**config.mk**
```make
export PLATFORM = sky130hd
export DESIGN_NAME = rxhdr_classifier
export DESIGN_NICKNAME = d
export VERILOG_FILES = /design/src/rtl/rxhdr_pkg.sv /design/src/rtl/rxhdr_bssid_bank.sv /design/src/rtl/rxhdr_capture.sv /design/src/rtl/rxhdr_classify.sv /design/src/rtl/rxhdr_classifier.sv
export SDC_FILE = /design/constraint.sdc
export NUM_CORES = 1
export LEC_CHECK = 0
export ABC_AREA = 0
export CAP_MARGIN = 25
export CORE_ASPECT_RATIO = 0.7
export CORE_MARGIN = 5
export CORE_UTILIZATION = 55
export DETAILED_ROUTE_END_ITERATION = 7
export PLACE_DENSITY_LB_ADDON = 0.12
export SLEW_MARGIN = 20
export SYNTH_ARGS = -nofsm -noshare
export SYNTH_HDL_FRONTEND = slang
export SYNTH_SLANG_ARGS = --single-unit
```
**constraint.sdc**
```tcl
create_clock -name clk -period 15.17 [get_ports clk]
set_input_delay 3.7925 -clock clk [delete_from_list [all_inputs] [get_ports clk]]
set_output_delay 3.7925 -clock clk [all_outputs]
set_load 0.02 [all_outputs]
```
**src/rtl/rxhdr_pkg.sv**
```systemverilog
package rxhdr_pkg;

  localparam int unsigned ADDR_W = 48;
  localparam int unsigned GRP_W  = 6;

  // byte positions within a frame
  localparam int unsigned POS_FC0      = 0;
  localparam int unsigned POS_FC1      = 1;
  localparam int unsigned POS_RA0      = 4;
  localparam int unsigned POS_BSS0     = 16;
  localparam int unsigned POS_SEQ0     = 22;
  localparam int unsigned POS_END_PLAIN = 23;
  localparam int unsigned POS_QOS0     = 24;
  localparam int unsigned POS_END_QOS  = 25;
  localparam int unsigned ADDR_BYTES   = ADDR_W / 8;

  // group codes
  localparam logic [GRP_W-1:0] GRP_NDP       = 6'd0;
  localparam logic [GRP_W-1:0] GRP_MCAST     = 6'd1;
  localparam logic [GRP_W-1:0] GRP_UCAST     = 6'd2;
  localparam logic [GRP_W-1:0] GRP_NULL      = 6'd3;
  localparam logic [GRP_W-1:0] GRP_MGMT_BASE = 6'd4;
  localparam logic [GRP_W-1:0] GRP_CTRL_BASE = 6'd20;
  localparam logic [GRP_W-1:0] GRP_UNSUP     = 6'd36;

  // flag word bit positions
  localparam int unsigned FB_FIRST = 0;
  localparam int unsigned FB_MCAST = 2;
  localparam int unsigned FB_PM    = 5;
  localparam int unsigned FB_NULL  = 7;
  localparam int unsigned FB_MGMT  = 8;
  localparam int unsigned FB_CTRL  = 9;
  localparam int unsigned FB_MORE  = 10;
  localparam int unsigned FB_EOSP  = 11;
  localparam int unsigned FB_FRAG  = 13;
  localparam int unsigned FB_ORDER = 14;

  typedef struct packed {
    logic              fc_ok;
    logic              first;
    logic              ndp;
    logic [7:0]        fc0;
    logic              mfrag;
    logic              pm;
    logic              more;
    logic              order;
    logic              ra_group;
    logic [ADDR_W-1:0] bssid;
    logic [3:0]        fragno;
    logic              eosp_bit;
  } hdr_t;

  function automatic logic has_qos(input logic [7:0] fc0);
    return (fc0[3:2] == 2'b10) && fc0[7];
  endfunction

endpackage

```
**src/rtl/rxhdr_bssid_bank.sv**
```systemverilog
module rxhdr_bssid_bank
  import rxhdr_pkg::*;
#(
  parameter int NUM   = 4,
  localparam int SEL_W = (NUM > 1) ? $clog2(NUM) : 1
) (
  input  logic              clk,
  input  logic              rst_n,
  input  logic              cfg_we,
  input  logic [SEL_W-1:0]  cfg_sel,
  input  logic [ADDR_W-1:0] cfg_bssid,
  input  logic              cfg_valid,
  input  logic [ADDR_W-1:0] cmp_bssid,
  output logic [NUM-1:0]    hit
);

  for (genvar g = 0; g < NUM; g++) begin : g_ent
    logic [ADDR_W-1:0] addr_q, addr_d;
    logic              vld_q, vld_d;
    logic              wr_en;

    always_comb begin
      wr_en  = cfg_we && (cfg_sel == SEL_W'(g));
      addr_d = wr_en ? cfg_bssid : addr_q;
      vld_d  = wr_en ? cfg_valid : vld_q;
    end

    always_ff @(posedge clk or negedge rst_n) begin
      if (!rst_n) begin
        addr_q <= '0;
        vld_q  <= 1'b0;
      end else if (wr_en) begin
        addr_q <= addr_d;
        vld_q  <= vld_d;
      end
    end

    assign hit[g] = vld_q && (addr_q == cmp_bssid);
  end

endmodule

```
**src/rtl/rxhdr_capture.sv**
```systemverilog
module rxhdr_capture
  import rxhdr_pkg::*;
(
  input  logic       clk,
  input  logic       rst_n,
  input  logic       in_valid,
  input  logic       in_sof,
  input  logic       in_eof,
  input  logic [7:0] in_data,
  input  logic       in_first,
  input  logic       ndp_in,
  output hdr_t       hdr,
  output logic       done
);

  localparam int CNT_W = $clog2(POS_END_QOS + 2);
  localparam logic [CNT_W-1:0] P_FC0  = CNT_W'(POS_FC0);
  localparam logic [CNT_W-1:0] P_FC1  = CNT_W'(POS_FC1);
  localparam logic [CNT_W-1:0] P_RA0  = CNT_W'(POS_RA0);
  localparam logic [CNT_W-1:0] P_SEQ0 = CNT_W'(POS_SEQ0);
  localparam logic [CNT_W-1:0] P_QOS0 = CNT_W'(POS_QOS0);
  localparam logic [CNT_W-1:0] P_ENDP = CNT_W'(POS_END_PLAIN);
  localparam logic [CNT_W-1:0] P_ENDQ = CNT_W'(POS_END_QOS);

  logic [CNT_W-1:0] cnt_q, cnt_d, idx;
  logic             active_q, active_d;
  logic             done_q, done_d;
  hdr_t             hdr_q, hdr_d;
  logic             accept, last;

  always_comb begin
    accept   = in_valid && (in_sof || active_q);
    idx      = in_sof ? '0 : cnt_q;
    hdr_d    = hdr_q;
    cnt_d    = cnt_q;
    active_d = active_q;
    done_d   = 1'b0;
    last     = 1'b0;

    if (active_q && ndp_in) hdr_d.ndp = 1'b1;

    if (accept) begin
      if (in_sof) begin
        hdr_d       = '0;
        hdr_d.first = in_first;
        hdr_d.ndp   = ndp_in;
      end
      if (idx == P_FC0) hdr_d.fc0 = in_data;
      if (idx == P_FC1) begin
        hdr_d.fc_ok = 1'b1;
        hdr_d.mfrag = in_data[2];
        hdr_d.pm    = in_data[4];
        hdr_d.more  = in_data[5];
        hdr_d.order = in_data[7];
      end
      if (idx == P_RA0) hdr_d.ra_group = in_data[0];
      for (int k = 0; k < ADDR_BYTES; k++) begin
        if (idx == CNT_W'(POS_BSS0 + k)) hdr_d.bssid[8*k +: 8] = in_data;
      end
      if (idx == P_SEQ0) hdr_d.fragno = in_data[3:0];
      if (idx == P_QOS0) hdr_d.eosp_bit = in_data[4];

      last = in_eof || (idx == P_ENDQ) ||
             ((idx == P_ENDP) && !has_qos(hdr_d.fc0));
      cnt_d    = idx + 1'b1;
      active_d = !last;
      done_d   = last;
    end
  end

  always_ff @(posedge clk or negedge rst_n) begin
    if (!rst_n) begin
      cnt_q    <= '0;
      active_q <= 1'b0;
      done_q   <= 1'b0;
      hdr_q    <= '0;
    end else begin
      done_q <= done_d;
      if (accept) begin
        cnt_q    <= cnt_d;
        active_q <= active_d;
      end
      if (accept || active_q) hdr_q <= hdr_d;
    end
  end

  assign hdr  = hdr_q;
  assign done = done_q;

endmodule

```
**src/rtl/rxhdr_classify.sv**
```systemverilog
module rxhdr_classify
  import rxhdr_pkg::*;
(
  input  hdr_t             hdr,
  input  logic             bss_hit,
  output logic [GRP_W-1:0] group,
  output logic [31:0]      flags
);

  logic [1:0] ver, ftype;
  logic [3:0] sub;
  logic       mcast, is_null, eosp, frag;

  always_comb begin
    ver     = hdr.fc0[1:0];
    ftype   = hdr.fc0[3:2];
    sub     = hdr.fc0[7:4];
    mcast   = hdr.ra_group && bss_hit;
    is_null = (ftype == 2'b10) && ((sub == 4'd4) || (sub == 4'd12));
    eosp    = has_qos(hdr.fc0) && hdr.eosp_bit;
    frag    = hdr.mfrag || (hdr.fragno != 4'd0);

    if (!hdr.fc_ok)                       group = GRP_UNSUP;
    else if (hdr.ndp)                     group = GRP_NDP;
    else if (ver != 2'd0 || ftype == 2'd3) group = GRP_UNSUP;
    else if (ftype == 2'd0)               group = GRP_MGMT_BASE + {2'b00, sub};
    else if (ftype == 2'd1)               group = GRP_CTRL_BASE + {2'b00, sub};
    else if (mcast)                       group = GRP_MCAST;
    else if (is_null)                     group = GRP_NULL;
    else                                  group = GRP_UCAST;

    flags = '0;
    flags[FB_FIRST] = hdr.first;
    if (hdr.fc_ok && hdr.first) begin
      flags[FB_MCAST] = mcast;
      flags[FB_PM]    = hdr.pm;
      flags[FB_NULL]  = is_null;
      flags[FB_MGMT]  = (ftype == 2'd0);
      flags[FB_CTRL]  = (ftype == 2'd1);
      flags[FB_MORE]  = hdr.more;
      flags[FB_EOSP]  = eosp;
      flags[FB_FRAG]  = frag;
      flags[FB_ORDER] = hdr.order;
    end
  end

endmodule

```
**src/rtl/rxhdr_classifier.sv**
```systemverilog
module rxhdr_classifier
  import rxhdr_pkg::*;
#(
  parameter int NUM_BSSID = 4,
  localparam int SEL_W = (NUM_BSSID > 1) ? $clog2(NUM_BSSID) : 1
) (
  input  logic             clk,
  input  logic             rst_n,
  input  logic             in_valid,
  input  logic             in_sof,
  input  logic             in_eof,
  input  logic [7:0]       in_data,
  input  logic             in_first,
  input  logic             ndp_strobe,
  input  logic             cfg_we,
  input  logic [SEL_W-1:0] cfg_sel,
  input  logic [47:0]      cfg_bssid,
  input  logic             cfg_valid,
  output logic             stat_ready,
  output logic [5:0]       stat_group,
  output logic [31:0]      stat_word
);

  logic [1:0]           rst_pipe_q;
  logic                 rst_n_int;
  hdr_t                 hdr;
  logic [NUM_BSSID-1:0] hit;

  // asynchronous assertion, synchronous release
  always_ff @(posedge clk or negedge rst_n) begin
    if (!rst_n) rst_pipe_q <= 2'b00;
    else        rst_pipe_q <= {rst_pipe_q[0], 1'b1};
  end
  assign rst_n_int = rst_pipe_q[1];

  rxhdr_capture i_capture (
    .clk      (clk),
    .rst_n    (rst_n_int),
    .in_valid (in_valid),
    .in_sof   (in_sof),
    .in_eof   (in_eof),
    .in_data  (in_data),
    .in_first (in_first),
    .ndp_in   (ndp_strobe),
    .hdr      (hdr),
    .done     (stat_ready)
  );

  rxhdr_bssid_bank #(.NUM(NUM_BSSID)) i_bank (
    .clk       (clk),
    .rst_n     (rst_n_int),
    .cfg_we    (cfg_we),
    .cfg_sel   (cfg_sel),
    .cfg_bssid (cfg_bssid),
    .cfg_valid (cfg_valid),
    .cmp_bssid (hdr.bssid),
    .hit       (hit)
  );

  rxhdr_classify i_classify (
    .hdr     (hdr),
    .bss_hit (|hit),
    .group   (stat_group),
    .flags   (stat_word)
  );

endmodule

```
### Word-level counts from Yosys, hierarchy flattened

Index checks and enable logic that the tools add are counted.
Widths: inputs -> output; s select.

* bits in registers: 274
* word-level logic and storage cells: 143
* output and inout bits: 39
* input port bits: 67

* eq/ne operators: 26
* reduce and logical (&&, ||, !) cells: 55
* mux-type cells: 29
* add/sub/neg operators: 3

Operators with widths (number)
* $eq 48x48->1: 4
* $mux 69: 1
* $mux 67: 1
* $mux 8: 8
* $eq 5x5->1 const B: 10
* $mux 6: 6
* $reduce_and 3->1: 12
* $reduce_bool 2->1: 11
* $logic_and 1x1->1: 17
* $eq 2x2->1 const B: 5
* $mux 5: 2
* $mux 1: 8
* $mux 4: 2
* $logic_or 1x1->1: 7
* $add 5x4->6 const A: 1
* $add 3x4->5 const A: 1
* $add 5x1->5 const B: 1
* $eq 5x1->1 const B: 1
* $eq 5x3->1 const B: 1
* $logic_not 5->1: 1
* $eq 2x1->1 const B: 2
* $eq 4x3->1 const B: 1
* $eq 4x4->1 const B: 1
* $logic_not 2->1: 2
* other kinds (6): 7

### Longest topological paths before layout

* depth after elaboration: 11
* mapped depth: 10
* depth with buffers taken out: 8

### Cells and area by module

From an unflattened synthesis, not the netlist that was laid out.

* cells, all modules: 1032
* area total of the unflattened synthesis: 13158.9 sq um

By module, submodules not included
* rxhdr_bssid_bank: times used 1, cells an instance 687, area each 9394.0 sq um, sequential area each 4904.7 sq um
* rxhdr_capture: times used 1, cells an instance 279, area each 3281.9 sq um, sequential area each 1901.8 sq um
* rxhdr_classify: times used 1, cells an instance 62, area each 421.7 sq um, sequential area each 0.0 sq um
* rxhdr_classifier: times used 1, cells an instance 4, area each 61.3 sq um, sequential area each 50.0 sq um

### Worst setup path before layout

Ideal clock, no wire load.

* kind: flip-flop to output port
* start: register i_capture.hdr_q, in the netlist i_capture.hdr[41]
* end: output port stat_group[0]
* data arrival time: 1.970 ns
* cell stages (with the launch flop): 8
* slack: 9.408 ns
* path buffers: 1
* cells stage by stage: dfrtp_1 -> buf_6 -> xnor2_2 -> o211ai_1 -> or4_1 -> nor4_2 -> o41ai_2 -> a31oi_1

* word-level cells in the longest chain between the ends: 10

Ends and longest elaborated chain
* from (decl): line rxhdr_capture.sv:28 `hdr_t hdr_q, hdr_d;`
* from (signal assigned): line rxhdr_capture.sv:83 `if (accept || active_q) hdr_q <= hdr_d;`
* $eq 48x48->1: line rxhdr_bssid_bank.sv:38 `assign hit[g] = vld_q && (addr_q == cmp_bssid);`
* $logic_and 1x1->1: line rxhdr_bssid_bank.sv:38
* $reduce_or 4->1 *: line rxhdr_classifier.sv:62 `.bss_hit (|hit),`
* $logic_and 1x1->1 *: line rxhdr_classify.sv:18 `mcast = hdr.ra_group && bss_hit;`
* $mux 6 *: line rxhdr_classify.sv:28 `else if (mcast) group = GRP_MCAST;`
* $mux 6 *: line rxhdr_classify.sv:27 `else if (ftype == 2'd1) group = GRP_CTRL_BASE + {2'b00, sub};`
* $mux 6 *: line rxhdr_classify.sv:26 `else if (ftype == 2'd0) group = GRP_MGMT_BASE + {2'b00, sub};`
* $mux 6 *: line rxhdr_classify.sv:25 `else if (ver != 2'd0 || ftype == 2'd3) group = GRP_UNSUP;`
* $mux 6 *: line rxhdr_classify.sv:24 `else if (hdr.ndp) group = GRP_NDP;`
* $mux 6 *: line rxhdr_classify.sv:23 `if (!hdr.fc_ok) group = GRP_UNSUP;`
* to (decl): line rxhdr_classifier.sv:20 `output logic [5:0] stat_group,`

Every way passes the cells marked *; elsewhere a longest branch is shown, timed or not.

### Final worst setup path

* start: register i_capture.hdr_q, in the netlist i_capture.hdr[23]
* end: output port stat_group[0]

The elaborated chain is that of the path after synthesis.

==> flow_summary.yaml <==
global_routing:
  grt.overflow.total: 0
  antenna_found_initial: 0
  grtUsageTotal: 0.270
  grt_pass1_wl_mm: 55.8
  grt_max_degree: 80
  grt_pass1_vias: 8479
clock_tree:
  cts_max_level: 1
  clock_latency_ns: 0.53
  cts_setup_buffers: 0
  clockBufferDepth: 3
  hold_buffers: 0
  cts_tree: "built"
  cts_root_buffer: "clkbuf_16"
  cts_resized: 0
  clock-sinks: 274
  cts_made_buffers: 27
  path_clk_slew_ns: 0.06
worst_setup_path:
  start_kind: "flip-flop"
  worst_setup_path_end_kind: "output port"
  startpoint: "i_capture.hdr[23]"
  r2r_setup_slack_ns: 12.72
  worst-path-max-fanout: 5
  arrival_ns: 3.61
  cp_data_required_time_ns: 11.38
  setup.worst_path.class: "flip-flop to output port"
  crit_chain: "xor2_1 -> nor4_1 -> nand4_2 -> nor4_2 -> o41ai_2 -> a31oi_1 -> clkdlybuf4s50_1"
  r2r_cells: 3
  slowest_stage: "nor4_1"
  path_buf_inv: 1
  crit_family: "simple AND/OR/NAND/NOR gates"
  cpPeakStageDelay_ns: 0.93
  timing.rr.start: "rst_pipe_q[1]"
  critical_path_depth: 7
synth:
  async_flop_share: 1.00
  synth.yosys.seq_area_share: 0.518
  syn_inst: 1117
  yosys-top-cells-count: "dfrtp_1, mux2_2, xor2_1, nand2_1, xnor2_1"
  ys_top_cells_by_area: "dfrtp_1, mux2_2, xor2_1"
  yosys_most_used_dff: "dfrtp_1"
  yosysWarnings: 0
  synth_area_sq_um: 13200
  synth_top_area_frac: 0.518
  synth-edff-count: 0
  synth_area_per_cell_sq_um: 11.9
  synth_most_common_cell: "dfrtp_1"
  ys_seq_elements: 274
  synth.distinct_cells: 57
  yosys.area.top_type: "dfrtp_1"
pwr:
  p_leak_uw: 0.00658
  power.density_nw_per_um2: 131
  p_total_uw: 1960
  peakVddDrop_mv: 0.106
floorplanning:
  core-area_sq_um: 23600
  die_area_sq_um: 27300
  die_width_microns: 195
  io_pins: 106
  num_rows: 47
  start_util: 0.560
  die_h_microns: 140
routing:
  via_per_inst: 5.88
  firstDrtPassIters: 7
  routedWlPerCell_microns: 25.0
  dr_total_vias: 8744
  drc: 0
  postRouteAntennaNets: 0
  drt_iter0_drc: 855
  routed_wl_mm: 37.2
placement:
  port_buffers: 83
  place.gp.congestion: 0.972
  hpwl_mm: 26.1
timing:
  fin_crit_ns: 7.40
  hold_viol_final: 0
  slew_viol_final: 0
  tightest_slew_ns: 1.07
  period_share: 0.488
  setup_tns_ns: 0
  rsz0062_at_grt: "false"
  fmax_ghz: 0.135
  fin_skew_ns: 0.00919
  finalSetupViolations: 0
  slew_headroom: 0.277
cells_and_area:
  drive_gt1_frac: 0.223
  nets: 1223
  diodes: 0
  fillers: 1883
  fin_util: 0.632
  area_delta_synth_final_pct: 12.9
job:
  cap_violations: 0
hold_path:
  min-delay-start: "rst_pipe_q[0]"
  hp-class: "flip-flop to flip-flop"
  whs_path_depth: 0
run_status:
  outcome: "completed"
cells by family after synthesis:
kind of cell,after synthesis,share of synthesized area
AOI/OAI and AO/OA,106,0.0496
DFF,274,0.518
and+or+nand+nor,213,0.0836
adders and majority gates,6,0.00567
other,2,0.000567
muxes,199,0.169
buffers and inverters,134,0.0503
xor gates and xnor gates,183,0.123
where the power goes:
part	total, uW	internal (uW)	switching (uW)
logic	350	169	181
clock network	671	389	282
registers	942	845	96.8
metal layers:
| layer | GRT usage | routed length, microns |
|---|---|---|
| met1 | 0.429 | 17400 |
| met2 | 0.373 | 15300 |
| met3 | 0.0759 | 3800 |
| met4 | 0.0437 | 682 |
| met5 | 0 | 0 |
through the flow:
| stage | hold WS, ns | cell area [sq um] | setup WS (ns) | cells |
|---|---|---|---|---|
| final | 0.350 | 14900 | 7.77 | 1487 |
| after global routing | 0.357 | 14900 | 7.70 | 1487 |
| after CTS | 0.355 | 14900 | 7.97 | 1486 |
| after detailed placement | 0.343 | 14100 | 8.55 | 1438 |
| after global placement | 0.338 | 14100 | 8.54 | 1438 |
| after floorplan | 0.331 | 13300 | 6.97 | 1138 |
cells in the final DEF (no fill, tap or decap), drive strengths merged, types with 4 or more instances in the layout:
cell / count
nand2: 80
buf: 10
xor2: 126
and3: 7
nand4: 21
xnor2: 57
clkbuf: 38
clkdlybuf4s50: 83
nor3: 10
nand3: 33
o21ai: 68
conb: 23
a22o: 9
dfrtp: 274
a21oi: 5
ha: 6
mux2: 198
clkinv: 5
nand2b: 4
nor2: 11
inv: 24
nor4: 36
flip-flops by register name, indices dropped and copies added (netlist names):
signal	flops
i_capture.active_q	1
i_capture.hdr	69
i_capture.cnt_q	5
i_capture.done	1
i_bank.g_ent.vld_q	4
rst_pipe_q	2
i_bank.g_ent.addr_q	192
area by class of cell:
| cell class | instances | area, sq um | share of cell area |
|---|---|---|---|
| Clock buffer | 38 | 737 | 0.0493 |
| Clock inverter | 10 | 130 | 0.00870 |
| Inverter | 24 | 90.1 | 0.00603 |
| Multi-Input combinational cell | 730 | 5810 | 0.389 |
| Sequential cell | 274 | 6860 | 0.459 |
| Tap cell | 318 | 398 | 0.0266 |
| Timing Repair Buffer | 93 | 922 | 0.0617 |
worst reg2reg max path, stage by stage, from the launching register on:
cell,delay [ns]
dfrtp_4,0.89
buf_4,0.80
buf_4,0.62
buf_12,0.30
path summary, 6_finish.rpt:
| path | end |
|---|---|
| max | stat_group[0] |
| min | rst_pipe_q[1] |
| max reg2reg | i_bank.g_ent[3].addr_q[21] |
| min reg2reg | rst_pipe_q[1] |
| max in group asynchronous | rst_pipe_q[1] |
| min in group asynchronous | i_bank.g_ent[1].addr_q[39] |
(Power assumes the default switching activity.)
